## config.mk

```make
export PLATFORM = sky130hd
export DESIGN_NAME = gpio_port_ctl
export DESIGN_NICKNAME = d
export VERILOG_FILES = /design/src/rtl/gpio_port_pkg.sv /design/src/rtl/gpio_sync2.sv /design/src/rtl/gpio_port_regs.sv /design/src/rtl/gpio_pin_cell.sv /design/src/rtl/gpio_port_ctl.sv
export SDC_FILE = /design/constraint.sdc
export NUM_CORES = 1
export LEC_CHECK = 0
export BUFFER_PORTS_ARGS = -buffer_cell sky130_fd_sc_hd__clkbuf_2
export CELL_PAD_IN_SITES_DETAIL_PLACEMENT = 1
export CELL_PAD_IN_SITES_GLOBAL_PLACEMENT = 1
export CORE_MARGIN = 3
export CORE_UTILIZATION = 46
export DETAILED_ROUTE_END_ITERATION = 8
export PLACE_DENSITY = 0.88
export SLEW_MARGIN = 10
export SYNTH_ARGS = -nofsm -noshare
export SYNTH_HDL_FRONTEND = slang
export SYNTH_SLANG_ARGS = --single-unit
export TNS_END_PERCENT = 10
```

## constraint.sdc

```tcl
create_clock -name clk -period 2.5 [get_ports clk]
set_input_delay 0.25 -clock clk [delete_from_list [all_inputs] [get_ports clk]]
set_output_delay 0.25 -clock clk [all_outputs]
set_load 0.05 [all_outputs]
```

## src/rtl/gpio_port_pkg.sv

```systemverilog
// Package: shared constants for the GPIO port.
// Assumes a 3-bit register address space; code values are {alt2,alt1,dir,data}.
package gpio_port_pkg;
    localparam int GP_ADDR_W = 3;
    localparam logic [GP_ADDR_W-1:0] GP_A_DATA = 3'd0;
    localparam logic [GP_ADDR_W-1:0] GP_A_DIR  = 3'd1;
    localparam logic [GP_ADDR_W-1:0] GP_A_ALT1 = 3'd2;
    localparam logic [GP_ADDR_W-1:0] GP_A_ALT2 = 3'd3;
    localparam logic [GP_ADDR_W-1:0] GP_A_STAT = 3'd4;

    // Upper three code bits select the mode family.
    typedef enum logic [2:0] {
        FAM_PUSH    = 3'b000,
        FAM_INPUT   = 3'b001,
        FAM_ODRAIN  = 3'b010,
        FAM_OSOURCE = 3'b011,
        FAM_RSV_DUAL = 3'b100,
        FAM_ALT     = 3'b101,
        FAM_LEVEL   = 3'b110,
        FAM_EDGE    = 3'b111
    } pin_family_e;
endpackage

```

## src/rtl/gpio_sync2.sv

```systemverilog
// Module: two-flop synchronizer for a vector of asynchronous pad inputs.
// Assumes each bit is independent; no multi-bit coherence is promised.
module gpio_sync2 #(
    parameter int WIDTH = 8
) (
    input  logic             clk,
    input  logic             rst_n,
    input  logic [WIDTH-1:0] async_in,
    output logic [WIDTH-1:0] sync_out
);
    logic [WIDTH-1:0] stage1_q;
    logic [WIDTH-1:0] stage2_q;

    // Shift pad values through two flops.
    always_ff @(posedge clk) begin
        if (!rst_n) begin
            stage1_q <= '0;
            stage2_q <= '0;
        end else begin
            stage1_q <= async_in;
            stage2_q <= stage1_q;
        end
    end

    assign sync_out = stage2_q;
endmodule

```

## src/rtl/gpio_port_regs.sv

```systemverilog
// Module: configuration register bank of the port.
// Holds data, direction and two alt-select registers. Flags every pin whose
// 4-bit mode code changes on the current write, and produces the status-clear mask.
// Assumes one write per cycle through a single address.
module gpio_port_regs
    import gpio_port_pkg::*;
#(
    parameter int WIDTH  = 8,
    parameter int ADDR_W = GP_ADDR_W
) (
    input  logic              clk,
    input  logic              rst_n,
    input  logic              wr_en,
    input  logic [ADDR_W-1:0] addr,
    input  logic [WIDTH-1:0]  wdata,
    output logic [WIDTH-1:0]  data_q,
    output logic [WIDTH-1:0]  dir_q,
    output logic [WIDTH-1:0]  alt1_q,
    output logic [WIDTH-1:0]  alt2_q,
    output logic [WIDTH-1:0]  mode_chg,
    output logic [WIDTH-1:0]  clr_mask
);
    logic [WIDTH-1:0] data_n, dir_n, alt1_n, alt2_n;

    // Next register values for this cycle's write.
    always_comb begin
        data_n = data_q;
        dir_n  = dir_q;
        alt1_n = alt1_q;
        alt2_n = alt2_q;
        if (wr_en) begin
            case (addr)
                GP_A_DATA: data_n = wdata;
                GP_A_DIR:  dir_n  = wdata;
                GP_A_ALT1: alt1_n = wdata;
                GP_A_ALT2: alt2_n = wdata;
                default: ;
            endcase
        end
    end

    // Per-pin flag: code after the write differs from the code now.
    always_comb begin
        for (int i = 0; i < WIDTH; i++) begin
            mode_chg[i] = {alt2_n[i], alt1_n[i], dir_n[i], data_n[i]}
                       != {alt2_q[i], alt1_q[i], dir_q[i], data_q[i]};
        end
    end

    assign clr_mask = (wr_en && addr == GP_A_STAT) ? wdata : '0;

    // Register storage with input-mode reset.
    always_ff @(posedge clk) begin
        if (!rst_n) begin
            data_q <= '0;
            dir_q  <= '1;
            alt1_q <= '0;
            alt2_q <= '0;
        end else begin
            data_q <= data_n;
            dir_q  <= dir_n;
            alt1_q <= alt1_n;
            alt2_q <= alt2_n;
        end
    end

    // first cycle out of reset shows the input-mode configuration.
    assert_reset_state_R1: assert property (@(posedge clk) disable iff (!rst_n)
        !$past(rst_n) |-> (dir_q == '1 && data_q == '0 && alt1_q == '0 && alt2_q == '0));
endmodule

```

## src/rtl/gpio_pin_cell.sv

```systemverilog
// Module: one pin's mode decode, pad drive and interrupt detection.
// Assumes sync_in is already synchronized; the edge flag is sticky and cleared
// by mode change (highest priority) or by clr (lowest priority).
module gpio_pin_cell
    import gpio_port_pkg::*;
(
    input  logic       clk,
    input  logic       rst_n,
    input  logic [3:0] code,
    input  logic       sync_in,
    input  logic       mode_chg,
    input  logic       clr,
    input  logic       alt_out,
    input  logic       alt_oe,
    output logic       pad_out,
    output logic       pad_oe,
    output logic       irq,
    output logic       pending
);
    pin_family_e fam;
    logic        pol;
    logic        prev_q;
    logic        pend_q;
    logic        edge_hit;

    assign fam = pin_family_e'(code[3:1]);
    assign pol = code[0];

    // Pad drive per mode family.
    always_comb begin
        pad_out = 1'b0;
        pad_oe  = 1'b0;
        case (fam)
            FAM_PUSH:    begin pad_oe = 1'b1;  pad_out = pol;  end
            FAM_ODRAIN:  begin pad_oe = !pol;  pad_out = 1'b0; end
            FAM_OSOURCE: begin pad_oe = pol;   pad_out = pol;  end
            FAM_ALT:     begin pad_oe = alt_oe; pad_out = alt_out; end
            default: ;
        endcase
    end

    // Qualifying transition for the active edge mode.
    always_comb begin
        edge_hit = 1'b0;
        if (fam == FAM_EDGE)
            edge_hit = pol ? (sync_in && !prev_q) : (!sync_in && prev_q);
        else if (code == 4'b1001)
            edge_hit = sync_in ^ prev_q;
    end

    // Remember the previous synchronized value.
    always_ff @(posedge clk) begin
        if (!rst_n) prev_q <= 1'b0;
        else        prev_q <= sync_in;
    end

    // Sticky pending flag with clear priorities.
    always_ff @(posedge clk) begin
        if (!rst_n)        pend_q <= 1'b0;
        else if (mode_chg) pend_q <= 1'b0;
        else if (edge_hit) pend_q <= 1'b1;
        else if (clr)      pend_q <= 1'b0;
    end

    // Interrupt line selection.
    always_comb begin
        if (fam == FAM_LEVEL)                         irq = (sync_in == pol);
        else if (fam == FAM_EDGE || code == 4'b1001)  irq = pend_q;
        else                                          irq = 1'b0;
    end

    assign pending = pend_q;

    // interrupt and reserved codes never drive the pad.
    assert_irq_mode_hiz_R11: assert property (@(posedge clk) disable iff (!rst_n)
        (code[3] && code[3:1] != 3'b101) |-> !pad_oe);
    // mode change clears the flag on the next cycle.
    assert_mode_chg_clears_R11: assert property (@(posedge clk) disable iff (!rst_n)
        mode_chg |=> !pend_q);
    // a set flag only exists while the pin is in an edge mode.
    assert_pending_edge_only_R9: assert property (@(posedge clk) disable iff (!rst_n)
        pend_q |-> (code == 4'b1001 || code[3:1] == 3'b111));
    // without a clear source the flag stays set.
    assert_pending_sticky_R9: assert property (@(posedge clk) disable iff (!rst_n)
        (pend_q && !mode_chg && !clr) |=> pend_q);
endmodule

```

## src/rtl/gpio_port_ctl.sv

```systemverilog
// Module: top of the configurable GPIO port.
// Ties the register bank, the pad synchronizer and one pin cell per bit together,
// and multiplexes read data. Assumes the bus reads combinationally.
module gpio_port_ctl
    import gpio_port_pkg::*;
#(
    parameter int WIDTH  = 8,
    parameter int ADDR_W = GP_ADDR_W
) (
    input  logic              clk,
    input  logic              rst_n,
    input  logic              bus_wr,
    input  logic [ADDR_W-1:0] bus_addr,
    input  logic [WIDTH-1:0]  bus_wdata,
    output logic [WIDTH-1:0]  bus_rdata,
    input  logic [WIDTH-1:0]  pin_in,
    output logic [WIDTH-1:0]  pin_out,
    output logic [WIDTH-1:0]  pin_oe,
    input  logic [WIDTH-1:0]  alt_out,
    input  logic [WIDTH-1:0]  alt_oe,
    output logic [WIDTH-1:0]  irq
);
    logic [WIDTH-1:0] data_q, dir_q, alt1_q, alt2_q;
    logic [WIDTH-1:0] mode_chg, clr_mask, pin_sync, pend;

    gpio_port_regs #(.WIDTH(WIDTH), .ADDR_W(ADDR_W)) u_regs (
        .clk(clk), .rst_n(rst_n), .wr_en(bus_wr), .addr(bus_addr),
        .wdata(bus_wdata), .data_q(data_q), .dir_q(dir_q),
        .alt1_q(alt1_q), .alt2_q(alt2_q), .mode_chg(mode_chg),
        .clr_mask(clr_mask)
    );

    gpio_sync2 #(.WIDTH(WIDTH)) u_sync (
        .clk(clk), .rst_n(rst_n), .async_in(pin_in), .sync_out(pin_sync)
    );

    for (genvar g = 0; g < WIDTH; g++) begin : g_pin
        gpio_pin_cell u_cell (
            .clk(clk), .rst_n(rst_n),
            .code({alt2_q[g], alt1_q[g], dir_q[g], data_q[g]}),
            .sync_in(pin_sync[g]), .mode_chg(mode_chg[g]), .clr(clr_mask[g]),
            .alt_out(alt_out[g]), .alt_oe(alt_oe[g]),
            .pad_out(pin_out[g]), .pad_oe(pin_oe[g]),
            .irq(irq[g]), .pending(pend[g])
        );
    end

    // Read multiplexer: data address returns the live synchronized pins.
    always_comb begin
        case (bus_addr)
            GP_A_DATA: bus_rdata = pin_sync;
            GP_A_DIR:  bus_rdata = dir_q;
            GP_A_ALT1: bus_rdata = alt1_q;
            GP_A_ALT2: bus_rdata = alt2_q;
            GP_A_STAT: bus_rdata = pend;
            default:   bus_rdata = '0;
        endcase
    end

    // a status write of 1 with no set source leaves the flag clear.
    assert_status_clear_R10: assert property (@(posedge clk) disable iff (!rst_n)
        (bus_wr && bus_addr == GP_A_STAT && bus_wdata[0] && !irq[0]
         && alt2_q[0] == 1'b1 && alt1_q[0] == 1'b1) |=> !pend[0]);
endmodule

```

==> run metrics <==
n_diodes 0; Critical R2R Launch u_regs.data_q[6]$_SDFF_PN0_; vias in the first global route approximately 4,400; share of power burned in registers 0.476; grt ovf 0; Clk pwr share 0.358; CP Launch Type flop; Final ANT Viol Nets 0; top-count cell post-synth nand2_1; Worst Setup EP irq[7]; CTS tree done; drt pass-1 iters 5; # DRC 0; global-route wire length before repair ~22 mm; kind of end point of the critical path output port; worst-case hold slack about 0.10 ns; Net Count, Synth approximately 640; hold buffers post-CTS 0; Initial Utilization 0.483; Ports 70; synthesis-to-layout area growth 7.77%; I/O Buffers 69; Reg2Reg Depth 4; Root Driver clkbuf_8; Detailed Place HPWL 9.16 mm; CTS buffer count 9; clock period minus worst slack roughly 2.1 ns; layout cells sized above 1 0.206; crit-path max FO 9; sequential fraction of the synthesis area 0.280; headroom to the max-slew limit 0.605; largest net degree at the start of global routing between 40 and 50; DRT iter0 DRCs roughly 230; Slew Limit Fails 0; asr flop ratio synth 0; most frequent cells after synthesis nand2_1 (80), dfxtp_1 (64), clkbuf_1 (39); post-synth top area share 0.280; Net Sw Power 699 uW; Pleak 0.00194 uW; CP Class reg -> out; Fin Setup TNS 0 ns; GRT Total Usage 0.245; power density over the cells 466 nW/um2; Syn Inst Count 587; full die area approximately 11,000 um2; initial antenna violation count 0; Switching Fraction 0.305; run status completed; die width 106 um; Hold Path Class in -> reg; wire length per cell around 18 um; Worst R2R End g_pin[6].u_cell.pending$_SDFFE_PP0P_; fmax 469 MHz; Layout Nets between 600 and 700; P_int 1600 uW; CP Data Required Time around 2.3 ns; top_reg_cell synth dfxtp_1; count of cell types in the netlist 63; final hold violation count 0; fin crit share 0.852; Mapped Area between 4000 and 5000 um2; clock slew at reported path FFs approximately 0.08 ns; H-tree depth 3; clock latency on the worst-skew pair about 0.35 ns; GP Congestion around 0.87; Logic pwr share 0.166; Max Clock Skew 0.0161 ns; Core ar. about 9500 um2; R2R Setup Slk 0.84 ns; Peak VDD IR ~0.00025 V; Vias 4,277; maxcap violations 0; Multi-input gate area about 2700 um2; register area 1280 um2; critical path launch point u_regs.data_q[7]$_SDFF_PN0_; post_cts resized 0; clock buffer depth 2; CTS Sinks between 60 and 70; chip height approximately 110 um; EDFF count, synth 0; fillcell total about 1,200; top post-synthesis cells by area dfxtp_1 (28%), nand2_1 (6.6%), ha_1 (4.4%); arrival time worst endpoint around 1.9 ns; setup repair bufs after CTS 0; RSZ-0062 raised after global routing no; Avg Cell Area, Syn 7.79 um2; detail-routed via count per cell 5.82; Site Rows 35; pin slew with the least headroom to its limit just under 0.6 ns; final setup fails 0; post-synth top area cell dfxtp_1; number of warnings issued by yosys 0; final wirelength 13.3 mm; flops & latches, synth between 60 and 70
-- registers in the layout, summed over array words and instances, names as in the netlist --
signal,cells
u_regs.alt2_q,8
u_regs.data_q,8
u_sync.stage1_q,8
u_sync.sync_out,8
g_pin.u_cell.pending,8
u_regs.alt1_q,8
g_pin.u_cell.prev_q,8
u_regs.dir_q,8
-- critical path, stage by stage (launching register included) --
cell and delay [ns]:
dfxtp_1 0.55, nor3b_1 0.29, o21ai_0 0.15, a21boi_0 0.23, clkbuf_2 0.31
-- through the flow --
step / instance area, um2 / cells / utilization / power (uW) / setup WS [ns]
floorplan: 4570 / 587 / - / 1390 / 0.111
global placement: 4760 / 720 / 0.503 / 1470 / 0.459
detailed placement: 4760 / 720 / 0.503 / 1490 / 0.455
CTS: 4930 / 735 / 0.521 / 2300 / 0.391
global route: 4930 / 735 / 0.521 / 2400 / 0.227
finish: 4930 / 735 / 0.521 / 2300 / 0.369
-- worst min path at each step --
stage | start | end | slack (ns) | depth (start not counted)
after global placement | u_sync.stage1_q[4]$_SDFF_PN0_ | u_sync.sync_out[4]$_SDFF_PN0_ | 0.42 | 1
after floorplan | bus_wdata[3] | g_pin[3].u_cell.pending$_SDFFE_PP0P_ | 0.35 | 1
after CTS | pin_in[7] | u_sync.stage1_q[7]$_SDFF_PN0_ | 0.1 | 2
final | pin_in[7] | u_sync.stage1_q[7]$_SDFF_PN0_ | 0.10 | 2
after detailed placement | u_sync.stage1_q[0]$_SDFF_PN0_ | u_sync.sync_out[0]$_SDFF_PN0_ | 0.42 | 1
after global routing | pin_in[2] | u_sync.stage1_q[2]$_SDFF_PN0_ | 0.10 | 2
-- layout make-up --
cell class | instances | share of cell area
repair buffers | 85 | 0.0944
flip-flops and latches | 64 | 0.260
well taps | 129 | 0.0327
clock inverters | 3 | 0.00355
inverters | 29 | 0.0221
multi-input cells | 413 | 0.556
clock buffers | 12 | 0.0315
-- logic make-up after synthesis --
group           synth area share
compound gates             0.221
xor+xnor                  0.0230
fa+ha+maj                 0.0438
buf+inv                    0.121
flops                      0.280
mux                       0.0659
simple gates               0.245
-- cells in the final DEF, fill, tap and decap left out, types with 3 or more instances in the layout --
cell type   n
buf_4      16
ha_1       16
nand2_1    80
nor3_1      6
xnor2_1     9
clkbuf_8   11
nand3b_1    7
a221oi_1    3
xor2_1      3
a21boi_0   18
nor3b_1     9
a21oi_1    21
dfxtp_1    64
clkbuf_2   69
a31o_2      3
nand4b_1    4
inv_1      29
o2111a_1    3
nor2b_1     9
mux2i_1    11
a21boi_1   10
o22ai_1    19
nand2b_1    9
nor2_1     25
nand3_1    17
o21a_1      7
a22oi_1    16
and2_1     31
mux2_2     15
o2bb2ai_1   3
a22o_1      3
o21ai_0    18
-- power groups by stage --
stage,sequential (uW),clock (uW),combinational [uW]
after detailed placement,1120,0,376
after global placement,1110,0,360
after floorplan,1080,0,307
after global routing,1100,882,414
final,1090,822,381
after CTS,1090,827,381
-- layer usage --
layer,global-route usage,routed length (um),vias to the layer above,part of all wire
li1,-,-,2034,-
met2,0.429,6590,138,0.50
met3,0.0416,756,30,0.057
met5,0,0,-,0
met1,0.303,5580,2075,0.42
met4,0.0842,327,0,0.025
No activity file was read; power rests on OpenSTA's default activity.
